### src/rtl/gp_tree_adder.sv
module gp_tree_adder #(
  parameter int N = 8
) (
  input  logic [N-1:0] a,
  input  logic [N-1:0] b,
  input  logic         cin,
  output logic [N-1:0] sum,
  output logic         cout
);
  localparam int LG    = $clog2(N);
  localparam int NODES = 2 * N;

  // Heap numbering: node 1 is the root, node n has children 2n (low) and
  // 2n+1 (high); leaves N..2N-1 are bits 0..N-1.
  logic [NODES-1:1] gt;
  logic [NODES-1:1] pt;
  logic [NODES-1:1] ct;

  assign gt[NODES-1:N] = a & b;
  assign pt[NODES-1:N] = a ^ b;
  assign ct[1]         = cin;

  for (genvar lvl = 0; lvl < LG; lvl++) begin : g_lvl
    for (genvar j = 0; j < (1 << lvl); j++) begin : g_node
      localparam int ND = (1 << lvl) + j;
      localparam int LO = 2 * ND;
      localparam int HI = 2 * ND + 1;
      assign gt[ND] = gt[HI] | (pt[HI] & gt[LO]);
      assign pt[ND] = pt[HI] & pt[LO];
      assign ct[LO] = ct[ND];
      assign ct[HI] = gt[LO] | (pt[LO] & ct[ND]);
    end
  end

  assign sum  = pt[NODES-1:N] ^ ct[NODES-1:N];
  assign cout = gt[1] | (pt[1] & cin);
endmodule

### config.mk
export PLATFORM = sky130hd
export DESIGN_NAME = gp_tree_adder
export DESIGN_NICKNAME = d
export VERILOG_FILES = /design/src/rtl/gp_tree_adder.sv
export SDC_FILE = /design/constraint.sdc
export NUM_CORES = 1
export LEC_CHECK = 0
export BUFFER_PORTS_ARGS = -buffer_cell sky130_fd_sc_hd__buf_2
export CAP_MARGIN = 5
export CORE_AREA = 2 2 39 41
export DETAILED_ROUTE_END_ITERATION = 12
export DIE_AREA = 0 0 41 43
export SYNTH_ARGS = -nofsm -noshare
export SYNTH_HDL_FRONTEND = slang
export SYNTH_SLANG_ARGS = --single-unit
### constraint.sdc
create_clock -name vclk -period 2.9
set_clock_uncertainty 0.2 [all_clocks]
set_input_delay 0.29 -clock vclk [all_inputs]
set_output_delay 0.29 -clock vclk [all_outputs]
set_load 0.005 [all_outputs]
[Word level (Yosys, flattened, before mapping)]
Index checks and enable logic that the tools add are counted.
Word-level totals
  bits in registers: 0
  logic and storage cells: 40
  input port bits: 17
Cells by class
  bitwise operators: 40
Operator list (number)
  AND 1 bit: 22
  bitwise XOR 8 bit: 2
  OR 1 bit: 15
  AND 8 bit: 1

[Longest topological paths before layout]
  depth in word-level cells: 11
  mapped depth: 7
  gate-level depth less buffers: 7

[Worst setup path before layout]
OpenSTA, ideal clock, no wires.
  kind: input -> output
  start: input port a[0]
  end: output port sum[7]
  setup slack: 0.532 ns
  required time: 2.410 ns
  data arrival time: 1.878 ns
  stages on the path: 7
  path through: ha_1 a211oi_2 o21bai_1 a2111oi_2 a21oi_1 fa_1 xor2_1
On the way
  longest elaborated chain between the ends: 11
Ends and longest elaborated chain
  start: declaration: line 4  | input logic [N-1:0] a,
  AND 8 bit: line 19  | assign gt[NODES-1:N] = a & b;
  AND 1 bit: line 28  | assign gt[ND] = gt[HI] | (pt[HI] & gt[LO]);
  OR 1 bit: line 28
  AND 1 bit: line 28
  OR 1 bit: line 28
  OR 1 bit *: line 31  | assign ct[HI] = gt[LO] | (pt[LO] & ct[ND]);
  AND 1 bit *: line 31
  OR 1 bit *: line 31
  AND 1 bit *: line 31
  OR 1 bit *: line 31
  bitwise XOR 8 bit *: line 35  | assign sum = pt[NODES-1:N] ^ ct[NODES-1:N];
  end: declaration: line 7  | output logic [N-1:0] sum,
Every way passes the cells marked *; elsewhere a longest branch is shown, timed or not.

[Final worst setup path]
Ends and elaborated chain as after synthesis.

==> reports/qor.txt <==
run status - finished clean
TNS Setup - 0 ns
PwrDens - 204 mW/mm2
number of sequential cells - 0
CP arrival - 2.18 ns
number of buffers inserted by hold repair at cts - 0
syn_nets - 66
vias in the first global route - 328
Area contributors post-synth - ha_1, fa_1, inv_1, a21oi_1, xnor2_1
chip width - 41 um
final worst-path cycle share - 92.2%
register area share after synthesis - 0%
Final WS setup - 0.226 ns
largest net degree at the start of global routing - 5
Worst-Margin Slew - 0.324 ns
Max Cap Viol - 0
minimum clock period - 2.67 ns
Syn Area/Cell - 9.16 um2
Rows - 14
most frequent cells after synthesis - ha_1, inv_1, a21oi_1, fa_1
grt ovf - 0
setup violators final - 0
vias per std cell - 4.48
Required @ worst endpoint - 2.41 ns
Worst Setup Start Kind - input pin
post-synth top area share - 29.5%
VDD IR max - 0.0000918 V
Yosys top cell by area - ha_1
clock tree buffer count of the final layout - 0
share of layout cells above drive strength 1 - 46.0%
wire per inst - 8.18 um
Syn Inst Count - 37
Mapped Area - 339 um2
final wirelength - 646 um
Starting Density - 24.5%
WS Path Type - in2out
NumNets Final - 94
pre-CTS WS - 0.219 ns
Tot Pwr - 99.7 uW
FMAX - 0.374 GHz
CP Max Fanout - 2
core area - 0.00138 mm2
hpwl dp - 624 um
register area - 0 um2
largest family of logic cells by synthesized area - adder cells
postcts setup bufs - 0
port bufs - 26
mux cell area share after synthesis - 0%
most common cell in the netlist - ha_1
Final Hold Vio Count - 0
# diodes - 0
Synth Area in Simple Gates - 2.58%
hold path cells - 3
first-pass GRT wire length - 1080 um
fraction of the mapped netlist area in compound gates - 26.2%
WHS Endpoint - sum[6]
iteration-0 DRC count of the detailed router - 1
Finished Cell Area - 489 um2
RSZ-0062 raised after global routing - false
Synth Warn # - 0
post-route ant nets - 0
Yosys cell types - 16
GPL Wtd Cong - 0.673
DRC errors left - 0
detailed-router iteration count before antenna repair - 2
Die Area - 0.00176 mm2
area delta synth->final - 44.3%
Critical Path End Type - output port
GRT Overall Usage - 8.14%
Final Max Tran Viols - 0
Filler cells - 153
die height - 43 um
Pleak - 0.000280 uW
I/O pins - 26
Post-Synth Adder-Cell Area - 53.1%
vias - 354
Post-CTS Resized - 0
Slew HR - 78.3%
antenna violations before repair - 0
worst hold path type - in2out
min-delay src - b[6]
placed inst area - 489 um2
Post-Synth XOR/XNOR Area - 10.3%
==> worst max-delay path: stages <==
cell and delay [ns]:
buf_2 0.11, ha_1 0.31, a211oi_2 0.18, o21bai_1 0.13, a2111oi_2 0.39, a21oi_1 0.10
fa_1 0.39, xor2_1 0.16, buf_2 0.13
==> layer usage <==
metal / wire length (um) / GRT usage (%)
met2: 290 / 15.3
met5: 0 / 0
met3: 102 / 1.57
met1: 253 / 9.35
met4: 0 / 0
==> worst max path at each step <==
stage / start / to / slack [ns] / cells past startpoint
4_1_cts: a[0] / sum[7] / 0.21 / 9
3_5_place_dp: a[0] / sum[7] / 0.22 / 9
5_1_grt: a[0] / sum[7] / 0.08 / 9
6_report: a[0] / sum[7] / 0.23 / 9
3_3_place_gp: a[0] / sum[7] / 0.23 / 9
2_1_floorplan: a[0] / sum[7] / 0.53 / 7
==> logic make-up (layout without fill, tap and decap cells) <==
logic type,after synthesis,count (layout)
and+or+nand+nor,2,2
xor gates and xnor gates,4,4
AOI/OAI and AO/OA,12,12
buffers and inverters,7,33
adders and majority gates,12,12
==> placed cells by master, fill, tap and decap left out <==
master	synthesis	routed
a2111oi_2	1	1
a211oi_2	1	1
a21o_1	1	1
a21o_2	1	1
a21oi_1	4	4
buf_2	0	26
fa_1	4	4
ha_1	8	8
inv_1	7	7
nand2_1	1	1
nand3_1	1	1
o211ai_1	1	1
o21ai_0	1	1
o21ai_1	1	1
o21bai_1	1	1
xnor2_1	2	2
xor2_1	2	2
==> metrics by stage <==
step / cells / util, % / hold WS, ns
2_1_floorplan: 37 / - / 0.532
3_3_place_gp: 79 / 35.4 / 0.726
6_report: 79 / 35.4 / 0.728
4_1_cts: 79 / 35.4 / 0.732
3_5_place_dp: 79 / 35.4 / 0.732
5_1_grt: 79 / 35.4 / 0.745
==> layout make-up <==
cell class | instances | area, um2 | area share, %
multi-input combinational | 30 | 313 | 63.9
timing repair buffer | 26 | 130 | 26.6
inverter | 7 | 26.3 | 5.37
tap | 16 | 20.0 | 4.09
==> where the power goes <==
group	internal, uW	switching, uW
clock	0	0
sequential	0	0
combinational	53.1	46.6
total	53.1	46.6
No activity file was read; power rests on OpenSTA's default activity.
